===== src/rtl/brl_pkg.sv =====
package brl_pkg;
  localparam int unsigned INSTR_W = 16;
  localparam int unsigned OFF_W   = 8;
  localparam int unsigned RIDX_W  = 4;
  localparam int unsigned OPC_W   = 4;
  localparam int unsigned SEL_W   = 3;

  localparam logic [OPC_W-1:0] OPC_BRANCH = 4'b0100;
  localparam logic [OPC_W-1:0] OPC_DLOOP  = 4'b0101;

  typedef enum logic [SEL_W-1:0] {
    SEL_ONE      = 3'd0,
    SEL_Z_OR_C   = 3'd1,
    SEL_M_XOR_O  = 3'd2,
    SEL_Z_OR_MXO = 3'd3,
    SEL_C        = 3'd4,
    SEL_Z        = 3'd5,
    SEL_O        = 3'd6,
    SEL_M        = 3'd7
  } cond_sel_e;

  typedef enum logic [1:0] {
    KIND_OTHER  = 2'd0,
    KIND_BRANCH = 2'd1,
    KIND_DLOOP  = 2'd2
  } kind_e;

  typedef struct packed {
    logic m;
    logic o;
    logic z;
    logic c;
  } flags_t;
endpackage


===== src/rtl/brl_decode.sv =====
module brl_decode
  import brl_pkg::*;
(
  input  logic [INSTR_W-1:0] instr,
  output kind_e              kind,
  output cond_sel_e          sel,
  output logic               want,
  output logic [OFF_W-1:0]   off,
  output logic [RIDX_W-1:0]  ridx
);
  logic [OPC_W-1:0] opc;

  assign opc  = instr[INSTR_W-1 -: OPC_W];
  assign sel  = cond_sel_e'(instr[11:9]);
  assign want = instr[8];
  assign off  = instr[OFF_W-1:0];
  assign ridx = instr[11:8];

  always_comb begin
    unique case (opc)
      OPC_BRANCH: kind = KIND_BRANCH;
      OPC_DLOOP:  kind = KIND_DLOOP;
      default:    kind = KIND_OTHER;
    endcase
  end
endmodule


===== src/rtl/brl_cond_eval.sv =====
module brl_cond_eval
  import brl_pkg::*;
(
  input  cond_sel_e sel,
  input  flags_t    fl,
  output logic      holds
);
  logic lt;

  assign lt = fl.m ^ fl.o;

  always_comb begin
    unique case (sel)
      SEL_ONE:      holds = 1'b1;
      SEL_Z_OR_C:   holds = fl.z | fl.c;
      SEL_M_XOR_O:  holds = lt;
      SEL_Z_OR_MXO: holds = fl.z | lt;
      SEL_C:        holds = fl.c;
      SEL_Z:        holds = fl.z;
      SEL_O:        holds = fl.o;
      SEL_M:        holds = fl.m;
      default:      holds = 1'b0;
    endcase
  end
endmodule


===== src/rtl/brl_target.sv =====
module brl_target #(
  parameter int unsigned ADDR_W = 16,
  parameter int unsigned OFF_W  = 8
) (
  input  logic [ADDR_W-1:0] pc,
  input  logic [OFF_W-1:0]  off,
  output logic [ADDR_W-1:0] seq_pc,
  output logic [ADDR_W-1:0] jump_pc
);
  localparam int unsigned EXT_W = ADDR_W - OFF_W;

  logic [ADDR_W-1:0] off_ext;

  generate
    if (EXT_W > 0) begin : g_ext
      assign off_ext = {{EXT_W{off[OFF_W-1]}}, off};
    end else begin : g_trunc
      assign off_ext = off[ADDR_W-1:0];
    end
  endgenerate

  assign seq_pc  = pc + ADDR_W'(1);
  assign jump_pc = seq_pc + off_ext;
endmodule


===== src/rtl/brl_unit.sv =====
module brl_unit
  import brl_pkg::*;
#(
  parameter int unsigned ADDR_W = 16,
  parameter int unsigned DATA_W = 16
) (
  input  logic                clk,
  input  logic                rst_n,
  input  logic [INSTR_W-1:0]  instr_i,
  input  logic [ADDR_W-1:0]   pc_i,
  input  logic                flag_m_i,
  input  logic                flag_o_i,
  input  logic                flag_z_i,
  input  logic                flag_c_i,
  input  logic [DATA_W-1:0]   reg_val_i,
  output logic [RIDX_W-1:0]   rd_idx_o,
  output logic                taken_o,
  output logic [ADDR_W-1:0]   next_pc_o,
  output logic                wb_en_o,
  output logic [RIDX_W-1:0]   wb_idx_o,
  output logic [DATA_W-1:0]   wb_data_o
);
  localparam int unsigned SYNC_STAGES = 2;

  // reset: asserted at once, released through a short flop chain
  logic [SYNC_STAGES-1:0] rst_pipe;
  logic                   rst_q_n;

  always_ff @(posedge clk or negedge rst_n) begin
    if (!rst_n) rst_pipe <= '0;
    else        rst_pipe <= {rst_pipe[SYNC_STAGES-2:0], 1'b1};
  end
  assign rst_q_n = rst_pipe[SYNC_STAGES-1];

  // decode and evaluate
  kind_e             kind;
  cond_sel_e         sel;
  logic              want;
  logic [OFF_W-1:0]  off;
  logic [RIDX_W-1:0] ridx;
  logic              holds;
  flags_t            fl;
  logic [ADDR_W-1:0] seq_pc;
  logic [ADDR_W-1:0] jump_pc;

  assign fl = '{m: flag_m_i, o: flag_o_i, z: flag_z_i, c: flag_c_i};

  brl_decode u_dec (
    .instr (instr_i),
    .kind  (kind),
    .sel   (sel),
    .want  (want),
    .off   (off),
    .ridx  (ridx)
  );

  brl_cond_eval u_cond (
    .sel   (sel),
    .fl    (fl),
    .holds (holds)
  );

  brl_target #(.ADDR_W(ADDR_W), .OFF_W(OFF_W)) u_tgt (
    .pc      (pc_i),
    .off     (off),
    .seq_pc  (seq_pc),
    .jump_pc (jump_pc)
  );

  assign rd_idx_o = ridx;

  // next-state
  logic              taken_d;
  logic [ADDR_W-1:0] next_pc_d;
  logic              wb_en_d;
  logic [RIDX_W-1:0] wb_idx_d;
  logic [DATA_W-1:0] wb_data_d;
  logic [DATA_W-1:0] dec_val;
  logic              upd_en;

  assign dec_val = reg_val_i - DATA_W'(1);
  assign upd_en  = 1'b1;

  always_comb begin
    taken_d   = 1'b0;
    wb_en_d   = 1'b0;
    wb_idx_d  = '0;
    wb_data_d = '0;
    unique case (kind)
      KIND_BRANCH: taken_d = (holds == want);
      KIND_DLOOP: begin
        taken_d   = |dec_val;
        wb_en_d   = 1'b1;
        wb_idx_d  = ridx;
        wb_data_d = dec_val;
      end
      default: taken_d = 1'b0;
    endcase
    next_pc_d = taken_d ? jump_pc : seq_pc;
  end

  // registers
  always_ff @(posedge clk or negedge rst_q_n) begin
    if (!rst_q_n) begin
      taken_o   <= 1'b0;
      next_pc_o <= '0;
      wb_en_o   <= 1'b0;
      wb_idx_o  <= '0;
      wb_data_o <= '0;
    end else if (upd_en) begin
      taken_o   <= taken_d;
      next_pc_o <= next_pc_d;
      wb_en_o   <= wb_en_d;
      wb_idx_o  <= wb_idx_d;
      wb_data_o <= wb_data_d;
    end
  end
endmodule


===== config.mk =====
export PLATFORM = sky130hd
export DESIGN_NAME = brl_unit
export DESIGN_NICKNAME = d
export VERILOG_FILES = /design/src/rtl/brl_pkg.sv /design/src/rtl/brl_decode.sv /design/src/rtl/brl_cond_eval.sv /design/src/rtl/brl_target.sv /design/src/rtl/brl_unit.sv
export SDC_FILE = /design/constraint.sdc
export NUM_CORES = 1
export LEC_CHECK = 0
export BUFFER_PORTS_ARGS = -buffer_cell sky130_fd_sc_hd__buf_4
export CORE_MARGIN = 8
export CORE_UTILIZATION = 25
export DETAILED_ROUTE_END_ITERATION = 16
export PLACE_DENSITY_LB_ADDON = 0.1
export SLEW_MARGIN = 10
export SYNTH_ARGS = -nofsm -noshare
export SYNTH_HDL_FRONTEND = slang
export SYNTH_SLANG_ARGS = --single-unit

===== constraint.sdc =====
create_clock -name clk -period 2.9 [get_ports clk]
set_input_delay 0.725 -clock clk [delete_from_list [all_inputs] [get_ports clk]]
set_output_delay 0.725 -clock clk [all_outputs]
set_load 0.005 [all_outputs]

Word level (Yosys, flattened, before mapping)
Cells that the tools add are included. Widths: inputs -> output; s select.

Register bits after elaboration: 40. Output and inout bits: 42. Logic and storage cells: 33. Bits of input ports: 54.

Multiplexer cells: 7. Bitwise logic cells: 3. Reduce and logical (&&, ||, !) cells: 2. Add/sub/neg operators: 3. Eq/ne operators: 12.

Operators by type and width (count): $mux 16 (2); $add 16x1->16 const B (1); $add 16x16->16 (1); $reduce_or 16->1 (1); $sub 16x1->16 const B (1); $eq 3x3->1 const B (4); $eq 4x3->1 const B (2); $pmux 1 s8 (1); $eq 3x2->1 const B (2); $mux 4 (1); $pmux 2 s2 (1); $eq 3x1->1 const B (1); $logic_not 3->1 (1); $eq 2x1->1 const B (1); $eq 2x2->1 const B (1); $or 1x1->1 (2); $pmux 1 s2 (1); $eq 1x1->1 (1); $mux 1 (1); $xor 1x1->1 (1).

Logic depth before layout (Yosys ltp)
Gate-level depths: netlist (run 1).

Depth in word-level cells: 6. Mapped depth: 12. Gate-level depth less buffers: 12.

Hierarchy
A second synthesis (run 1) with hierarchy kept.

Cells, all modules: 344. Area total of the unflattened synthesis: 3295.7 um^2.

By module, submodules not included: brl_unit (cells an instance 172, area each 2044.5 um^2, sequential area each 1001.0 um^2, instances 1); brl_target (cells an instance 145, area each 1037.2 um^2, sequential area each 0.0 um^2, instances 1); brl_decode (cells an instance 18, area each 147.6 um^2, sequential area each 0.0 um^2, instances 1); brl_cond_eval (cells an instance 9, area each 66.3 um^2, sequential area each 0.0 um^2, instances 1).

Worst setup path after synthesis (run 1)
OpenSTA, ideal clock, no wires.

Kind: input to register. Start: in pc_i[0]. End: reg next_pc_o[15]. Data required time: 2820 ps. Library setup time: 80 ps. Path slack: -351 ps. Data arrival time: 3172 ps. Path buffers: 0. Cell stages on the path: 12. Cells stage by stage: ha_1 nand3_1 nor2_1 xnor2_1 ha_1 a21oi_1 o21ai_0 a21boi_1 a31oi_1 or4b_2 a31oi_1 xnor2_1.

Word-level cells in the longest chain between the ends: 3.

RTL lines: start: declaration (RTL line brl_unit.sv:10) `input logic [ADDR_W-1:0] pc_i,`; $add 16x1->16 (*) (RTL line brl_target.sv:22) `assign seq_pc = pc + ADDR_W'(1);`; $add 16x16->16 (RTL line brl_target.sv:23) `assign jump_pc = seq_pc + off_ext;`; $mux 16 (*) (RTL line brl_unit.sv:99) `next_pc_d = taken_d ? jump_pc : seq_pc;`; named net next_pc_d[15] (RTL line brl_unit.sv:74) `logic [ADDR_W-1:0] next_pc_d;`; end signal: assignment (RTL line brl_unit.sv:112) `next_pc_o <= next_pc_d;`; end: declaration (RTL line brl_unit.sv:18) `output logic [ADDR_W-1:0] next_pc_o,`.

The timed path passes the listed nets; every way through them passes the cells marked *.

Worst setup path after layout (run 1)
Start: in pc_i[4]. End: reg next_pc_o[14].

Same word-level chain as after synthesis.

==> out/metrics.cfg, run 1 <==
[critical_path]
path_class=input pin to register
worstPathRequired_ns=3.06
start_kind=input pin
rrSetupSlack_ns=1.97
cp_max_fo=5
worstPathArrival_ns=3.20
cp-end-kind=register
reg2reg_to=wb_idx_o[3]$_DFF_PN0_
r2r_cells=0
r2r_start=rst_pipe[1]$_DFF_PN0_

[worst_hold_path]
hold_path.class=input pin to async pin

[logic_synthesis]
ys_seq_area_frac=0.350
synth_xor_area_frac=0.120
synth_ff_type=dfrtp_1
synth_compound_area_frac=0.140
yosys.area_share.adder=0.0981
synth-simple-area-share=0.231
synth_top_area_frac=0.350
ys_ff_latch=40
synth_area_per_cell_sq_um=9.10
synthCells=314
synthMuxAreaShare=0.0166
synth_common_cells=dfrtp_1, nand2_1, nor2_1, xnor2_1, ha_1
yosys.area.top_type=dfrtp_1
synthesis.area_sq_um=2860
synth_edf_count=0
synthArstFlopShare=1.00
syn_nets=389
yosysWarnings=0
yosys.cell_count.top_type=dfrtp_1
synth_area_leaders=dfrtp_1, ha_1, xnor2_1
synth_top_family_by_area=simple AND/OR/NAND/NOR gates
synth_cell_types=58

[status]
violations=negative setup slack
status=finished, violations left

[drt]
vias=2791
ant_nets=0
dr.pass1.iters=4
drt_iter0_markers=93
totalWireLength_um=8510
wl_per_cell_um=13.6
vias_per_cell=4.45
drc=0

[floorplanning]
start_util=0.253
rows=39
die_h_um=123
core_area_sq_um=11300
die-area_sq_um=15100
fp.dieW_um=123
boundaryPins=96

[sta]
rsz0062_at_grt=true
tightest_slew_ns=0.873
finalClockSkew_ns=0.00676
setup_slack_ns=-0.143
relSlewSlack=0.418
hold_viol=0
finalMaxSlewViolations=0
setup_viol=2
max_freq_mhz=329
fin_crit_sh=1.05
hold_ws_ns=0.223
fin_crit_ns=3.04

[cts]
cts_tree=built
clk_pin_slew_ns=0.06
clockBufferDepth=2
cts_hold_buf=0
cts.sinks=40
clock_latency_ns=0.28
numCtsBuffers=5
h-tree-depth=2
cts-root-buf=clkbuf_16

[power_and_ir_drop]
leakagePower_nw=2.21
p_per_area_nw_per_um2=376
finalPower_w=0.00174
vdd_drop_max_uv=207

[finish]
final_net_count=558
multi_input_comb_area_sq_um=1900
area_delta_synth_final_pct=61.6
num-fill-cells=1145
regArea_sq_um=1000
drive_gt1_frac=0.457
n_antenna_cell=0
fin_cells=627

[global_route]
grt.overflow.total=0
grt_pass1_wl_um=13800
gr-usage-met1=0.139
grt_max_degree=39
grt_antenna_before_repair=0
grt_use_total=0.113
busiest_layer=met2
grt_pass1_vias=2867
globalRouteMet2Util=0.194
grt_use_met3=0.0274

[placed_design]
dp_slack_ns=-0.564
dp_hpwl_um=6870
gp_congestion=0.841
io_buffers=95
placedCellCount=608

[run]
drv_cap=0

[report_power, final]
part | switching [W] | internal, W
logic | 0.000221 | 0.000292
registers | 0.0000180 | 0.000581
clock network | 0.000220 | 0.000404
[routing by layer]
layer,part of all wire,routed length (um)
met3,0.062,530
met5,0,0
met1,0.44,3740
met2,0.49,4170
met4,0.0086,73
[through the flow]
stage	utilization	area, sq um	TNS, ns
floorplan	-	2890	-0.490
global placement	0.374	4220	-2.93
detailed placement	0.374	4220	-3.56
CTS	0.404	4550	-0.182
global route	0.409	4620	-0.924
finish	0.409	4620	-0.207
[cell type report]
| class | count | share of cell area |
|---|---|---|
| Inverter | 10 | 0.00813 |
| Tap cell | 143 | 0.0388 |
| Sequential cell | 40 | 0.217 |
| Clock inverter | 3 | 0.00922 |
| Timing Repair Buffer | 175 | 0.288 |
| Clock buffer | 5 | 0.0271 |
| Multi-Input combinational cell | 251 | 0.412 |
[worst max-delay path, stage by stage]
cell and delay, ns:
buf_6 0.07, and3_4 0.20, and4_4 0.22, nand4_1 0.15, xnor2_2 0.26, ha_4 0.26, a21oi_2 0.13, o21ai_2 0.08
a221o_1 0.31, a31oi_2 0.18, nor3_1 0.06, or3_1 0.30, mux2_4 0.25
[worst max-delay path by stage]
stage | depth (start not counted) | to | from
3_3_place_gp | 13 | next_pc_o[15]$_DFF_PN0_ | pc_i[0]
5_1_grt | 13 | next_pc_o[14]$_DFF_PN0_ | pc_i[4]
3_5_place_dp | 13 | next_pc_o[15]$_DFF_PN0_ | pc_i[3]
6_report | 13 | next_pc_o[14]$_DFF_PN0_ | pc_i[4]
4_1_cts | 14 | next_pc_o[15]$_DFF_PN0_ | pc_i[3]
2_1_floorplan | 12 | next_pc_o[14]$_DFF_PN0_ | pc_i[3]
[placed cells by master, fill, tap and decap left out, types with 2 or more instances in the layout]
cell type and count:
a21boi_1 4, a21oi_1 6, a21oi_2 5, a31oi_1 3, a31oi_2 2, and2_1 17, and3_1 2, buf_4 171
buf_6 4, clkbuf_16 5, dfrtp_1 39, ha_1 16, ha_4 4, inv_1 9, mux2_1 2, nand2_1 30
nand2_2 3, nand2b_1 3, nand3_1 9, nand3b_1 2, nand4_1 3, nor2_1 20, nor2b_1 4, nor3_1 2
nor3b_1 5, nor4_1 4, nor4b_2 2, o211ai_1 2, o21ai_0 9, o21ai_1 15, o21ai_2 2, o31ai_1 3
or3_1 2, or3b_2 2, xnor2_1 18, xnor2_2 4, xor2_1 16
[sequential cells by signal, summed over array words and instances, names as in the netlist]
signal     flops
next_pc_o     16
taken_o        1
wb_data_o     16
wb_idx_o       4
wb_en_o        1
rst_pipe       2
[cell families (layout without fill, tap and decap cells)]
| logic type | after synthesis | in the layout |
|---|---|---|
| AOI/OAI and AO/OA | 63 | 63 |
| xor gates and xnor gates | 39 | 39 |
| adders and majority gates | 22 | 22 |
| buffers and inverters | 23 | 193 |
| DFF | 40 | 40 |
| muxes | 4 | 4 |
| other | 1 | 1 |
| and+or+nand+nor | 122 | 122 |
[repair_timing]
item	in CTS	in global routing
setup endpoints to repair	2	11
resized for setup	21	5
setup buffers	7	4
pin swaps	12	10
Note: power is estimated with default switching activity, not from simulation.
==> inputs of run 2 (changes only) <==
--- a/config.mk
+++ b/config.mk
@@ -8,9 +8,11 @@
 export BUFFER_PORTS_ARGS = -buffer_cell sky130_fd_sc_hd__buf_4
 export CORE_MARGIN = 8
 export CORE_UTILIZATION = 25
+export CTS_BUF_LIST = sky130_fd_sc_hd__clkbuf_4
 export DETAILED_ROUTE_END_ITERATION = 16
 export PLACE_DENSITY_LB_ADDON = 0.1
 export SLEW_MARGIN = 10
 export SYNTH_ARGS = -nofsm -noshare
 export SYNTH_HDL_FRONTEND = slang
+export SYNTH_HIERARCHICAL = 1
 export SYNTH_SLANG_ARGS = --single-unit
==> run 2 against run 1 <==
The run now ends clean. Critical path depth shrank 2. Fmax up 7.5%. Routed wire length rose by 13%. Final area grew 3.6%. Utilization is 4.3 points lower. Die area is 13% higher. Sequential share of layout area fell by 0.75 points. Combinational power grew 8.6%. Clock-buffer cell count unchanged. Worst setup slack improved by 0.21 ns. Cell count rose by 6.2%. Synthesized cell count up 9.6%. Highest routed layer unchanged.
==> out/metrics.cfg, run 2 <==
[placed_design]
io_buffers=95
gp_congestion=0.797
placedCellCount=651
dp_hpwl_um=7780

[critical_path]
path_buf_inv=2
cp_max_fo=17
rrSetupSlack_ns=1.99
reg2reg_to=wb_data_o[0]$_DFF_PN0_
path_class=input pin to register
start_kind=input pin
crit_path_max_incr_delay_ns=0.40
cp_top_family=compound AO/OA/AOI/OAI gates
worstPathRequired_ns=3.15
worstSetupStartpoint=flag_m_i
cp-end-kind=register
crit_slowest_cell=a2111oi_2
r2r_start=rst_pipe[1]$_DFF_PN0_
worstPathArrival_ns=3.08
r2r_cells=0
path_cells=buf_4 > nor2b_1 > a221o_1 > o211ai_2 > xnor2_1 > and2_1 > a2111oi_2 > o2111ai_2 > o21ai_4 > buf_12 > mux2_2

[sta]
fin_crit_ns=2.83
rsz0062_at_grt=true
finalClockSkew_ns=0.00172
hold_viol=0
setup_tns_ns=0
relSlewSlack=0.441
tightest_slew_ns=0.839
fin_crit_sh=0.976
max_freq_mhz=353
setup_viol=0
hold_ws_ns=0.120
finalMaxSlewViolations=0

[cts]
cts-root-buf=clkbuf_4
h-tree-depth=2
clockBufferDepth=2
clock_latency_ns=0.35
numCtsBuffers=5
clk_pin_slew_ns=0.12
cts_tree=built
cts.sinks=40

[logic_synthesis]
synth_edf_count=0
synth_xor_area_frac=0.106
synth_common_cells=dfrtp_1, xnor2_1, ha_1
synth_compound_area_frac=0.125
synth_area_per_cell_sq_um=9.58
synth_top_family_by_area=simple AND/OR/NAND/NOR gates
yosys.cell_count.top_type=dfrtp_1
synth_area_leaders=dfrtp_1, ha_1, xnor2_1
yosysWarnings=6
synthCells=344
synth-simple-area-share=0.212
synthArstFlopShare=1.00
yosys.area.top_type=dfrtp_1
synthesis.area_sq_um=3300
yosys.area_share.adder=0.0964
synth_ff_type=dfrtp_1
syn_nets=422
synth_top_area_frac=0.304
ys_ff_latch=40
ys_seq_area_frac=0.304
synthMuxAreaShare=0.0710
synth_cell_types=65

[power_and_ir_drop]
p_int_w=0.000974
leakagePower_nw=2.24
p_seq_frac=0.413
vdd_drop_max_uv=116
clkPwrFrac=0.199
p_per_area_nw_per_um2=301
swShare=0.323
p_switching_w=0.000465
p_comb_frac=0.387

[floorplanning]
fp.dieW_um=131
boundaryPins=96
start_util=0.253
die-area_sq_um=17100
core_area_sq_um=13000
rows=42
die_h_um=131

[finish]
final_common_cell=buf_4
fin_cells=666
area_delta_synth_final_pct=45.1
final_cell_mix=buf_4, dfrtp_1, xnor2_1, ha_1, inv_1
largestRegisters=next_pc_o (16), wb_data_o (16), wb_idx_o (4)
final_net_count=566
drive_gt1_frac=0.491

[worst_hold_path]
hold_path.class=input pin to async pin

[global_route]
grt_max_degree=39
grt_use_total=0.113
grt.overflow.total=0
grt_pass1_wl_um=15200
grt_antenna_before_repair=1
grt_pass1_vias=2985

[drt]
totalWireLength_um=9590
wl_per_cell_um=14.4
drc=0
drt_iter0_markers=120
ant_nets=0
vias_per_cell=4.39
vias=2923
dr.pass1.iters=4

[status]
status=finished, final reports clean

[run]
drv_cap=0

[run 2: cell count changes in the layout (fill, tap and decap cells not counted), moves of 5 or more]
cell,delta
nor3b_1,-5
buf_4,-7
xnor2_1,+6
inv_1,+10
nand2_1,-14
clkbuf_16,-5
mux2_4,+8
clkbuf_4,+5
o21ai_1,-11
mux2_2,+7
ha_1,+5
nor2_1,-7
[run 2: cell type report]
cell class,instances,area (sq um)
diodes,1,2.50
clock buffers,5,37.5
clock inverters,3,18.8
fillers,1378,8250
inverters,19,71.3
multi-input cells,257,2180
flip-flops and latches,40,1000
well taps,176,220
repair buffers,165,1250
[run 2: routing by layer]
metal  routed length (um)  GRT usage  part of all wire
met1                 4000      0.135              0.42
met2                 4940      0.202              0.52
met3                  531     0.0195             0.055
met4                  117     0.0365             0.012
met5                    0          0                 0
[run 2: worst max-delay path by stage]
stage	end	cells past startpoint	slack [ns]
3_5_place_dp	next_pc_o[14]$_DFF_PN0_	13	-0.46
5_1_grt	next_pc_o[14]$_DFF_PN0_	13	-0.04
6_report	next_pc_o[4]$_DFF_PN0_	11	0.07
2_1_floorplan	next_pc_o[15]$_DFF_PN0_	12	-0.12
3_3_place_gp	next_pc_o[15]$_DFF_PN0_	12	-0.47
4_1_cts	next_pc_o[14]$_DFF_PN0_	13	0.01
[run 2: per-stage QoR]
step | utilization | setup slack, ns | instance area, sq um | total power, W
3_5_place_dp | 0.350 | -0.456 | 4560 | 0.00113
6_report | 0.367 | 0.0690 | 4780 | 0.00144
2_1_floorplan | - | -0.119 | 3360 | 0.000892
3_3_place_gp | 0.350 | -0.470 | 4560 | 0.00113
5_1_grt | 0.367 | -0.0371 | 4780 | 0.00154
4_1_cts | 0.357 | 0.00953 | 4650 | 0.00144
[run 2: power by group through the flow]
stage	combinational [W]	sequential [W]	clock, W
floorplan	0.000285	0.000606	0
CTS	0.000532	0.000597	0.000312
global placement	0.000525	0.000608	0
global route	0.000618	0.000600	0.000325
detailed placement	0.000526	0.000608	0
finish	0.000557	0.000595	0.000287
[run 2: cell families after synthesis]
group,count (synthesis)
and+or+nand+nor,112
AOI/OAI and AO/OA,61
buffers and inverters,47
xor gates and xnor gates,40
DFF,40
adders and majority gates,25
muxes,18
other,1
[run 2: what timing repair did]
item,4_1_cts,5_1_grt
buffers inserted,2,4
pin swaps,2,16
resized for setup,3,24
hold buffers,0,0
setup endpoints to repair,3,6
==> inputs of run 3 (changes only) <==
--- a/config.mk
+++ b/config.mk
@@ -11,6 +11,7 @@
 export CTS_BUF_LIST = sky130_fd_sc_hd__clkbuf_4
 export DETAILED_ROUTE_END_ITERATION = 16
 export PLACE_DENSITY_LB_ADDON = 0.1
+export RECOVER_POWER = 50
 export SLEW_MARGIN = 10
 export SYNTH_ARGS = -nofsm -noshare
 export SYNTH_HDL_FRONTEND = slang
==> run 3 against run 2 <==
Sequential cell count is the same. The flow now finishes with violations (max-capacitance violations, max-slew violations). Critical path depth stayed put. Combinational power hardly changed. Utilization is 0.14 points lower. Largest cell class unchanged.
==> out/metrics.cfg, run 3 (same netlist as run 2, synthesis figures left out) <==
[power_and_ir_drop]
vdd_drop_max_uv=116
leakagePower_nw=2.22
p_switching_w=0.000464
swShare=0.323
finalPower_w=0.00144
clkPwrFrac=0.199
p_per_area_nw_per_um2=302
p_comb_frac=0.387
p_int_w=0.000972
p_seq_frac=0.414

[critical_path]
r2r_cells=0
worstPathRequired_ns=3.15
path_cells=buf_4 > nor2b_1 > a221o_1 > o211ai_2 > xnor2_1 > and2_1 > a2111oi_2 > o2111ai_2 > o21ai_4 > buf_12 > mux2_2
worstSetupPathDepth=11
reg2reg_to=wb_data_o[3]$_DFF_PN0_
worstPathArrival_ns=3.08
cp-end-kind=register
path_buf_inv=2
path_class=input pin to register
crit_path_max_incr_delay_ns=0.40
worstSetupStartpoint=flag_m_i
crit_slowest_cell=a2111oi_2
r2r_start=rst_pipe[1]$_DFF_PN0_
cp_top_family=compound AO/OA/AOI/OAI gates
cp_max_fo=17
start_kind=input pin
rrSetupSlack_ns=1.36

[placed_design]
placedCellCount=651
dp_hpwl_um=7780
gp_congestion=0.797
io_buffers=95
dp_slack_ns=-0.456

[cts]
clk_pin_slew_ns=0.12
cts_hold_buf=0
cts.sinks=40
clock_latency_ns=0.35
cts-root-buf=clkbuf_4
clockBufferDepth=2
numCtsBuffers=5
h-tree-depth=2
cts_tree=built

[floorplanning]
start_util=0.253
fp.dieW_um=131
boundaryPins=96
core_area_sq_um=13000
rows=42
die-area_sq_um=17100
die_h_um=131

[global_route]
grt_pass1_wl_um=15200
grt_antenna_before_repair=1
grt_use_total=0.113
grt_pass1_vias=2985
grt_max_degree=39
grt.overflow.total=0

[finish]
final_common_cell=buf_4
area_delta_synth_final_pct=44.5
final_cell_mix=buf_4, dfrtp_1, xnor2_1, ha_1, inv_1
final_net_count=566
drive_gt1_frac=0.481
fin_cells=666
largestRegisters=next_pc_o (16), wb_data_o (16), wb_idx_o (4)

[sta]
hold_ws_ns=0.123
fin_crit_sh=0.976
hold_viol=0
rsz0062_at_grt=true
finalMaxSlewViolations=39
finalClockSkew_ns=0.00195
relSlewSlack=-0.0249
tightest_slew_ns=1.54
fin_crit_ns=2.83
max_freq_mhz=353
setup_viol=0
setup_slack_ns=0.0709

[drt]
ant_nets=0
drc=0
wl_per_cell_um=14.4
vias_per_cell=4.38
totalWireLength_um=9580
vias=2916
drt_iter0_markers=121
dr.pass1.iters=4

[worst_hold_path]
hold_path.class=input pin to async pin

[run]
drv_cap=1

[status]
violations=max-capacitance violations, max-slew violations
status=finished, violations left

-- run 3: through the flow --
stage / TNS (ns) / util / area, sq um
2_1_floorplan: -0.198 / - / 3360
3_3_place_gp: -5.39 / 0.350 / 4560
3_5_place_dp: -5.28 / 0.350 / 4560
4_1_cts: 0 / 0.357 / 4650
5_1_grt: -0.0955 / 0.365 / 4760
6_report: 0 / 0.365 / 4760
-- run 3: power groups by stage --
stage	clock network [W]	registers, W	logic (W)
floorplan	0	0.000606	0.000285
CTS	0.000312	0.000597	0.000532
global route	0.000325	0.000600	0.000616
global placement	0	0.000608	0.000525
detailed placement	0	0.000608	0.000526
finish	0.000286	0.000595	0.000555
-- run 3: cell type report --
cell class / count / area [sq um]
Antenna cell: 1 / 2.50
Clock buffer: 5 / 37.5
Clock inverter: 3 / 18.8
Fill cell: 1382 / 8270
Inverter: 19 / 71.3
Multi-Input combinational cell: 257 / 2170
Sequential cell: 40 / 1000
Tap cell: 176 / 220
Timing Repair Buffer: 165 / 1240
-- run 3: worst max path at each step --
stage / to / slack (ns)
2_1_floorplan: next_pc_o[15]$_DFF_PN0_ / -0.12
3_3_place_gp: next_pc_o[15]$_DFF_PN0_ / -0.47
3_5_place_dp: next_pc_o[14]$_DFF_PN0_ / -0.46
4_1_cts: next_pc_o[14]$_DFF_PN0_ / 0.01
5_1_grt: next_pc_o[14]$_DFF_PN0_ / -0.04
6_report: next_pc_o[4]$_DFF_PN0_ / 0.07
-- run 3: what timing repair did --
action                     in CTS  in global routing
setup endpoints to repair       3                  6
gates cloned                    0                  0
resized for setup               3                 24
pin swaps                       2                 16
setup buffers                   2                  4
-- run 3: metal layers --
metal | vias to the layer above | wire length, um | track usage
met5 | - | 0 | 0
met4 | 0 | 104 | 0.0365
met3 | 6 | 521 | 0.0195
met2 | 57 | 4920 | 0.202
met1 | 1371 | 4030 | 0.135
li1 | 1482 | - | -
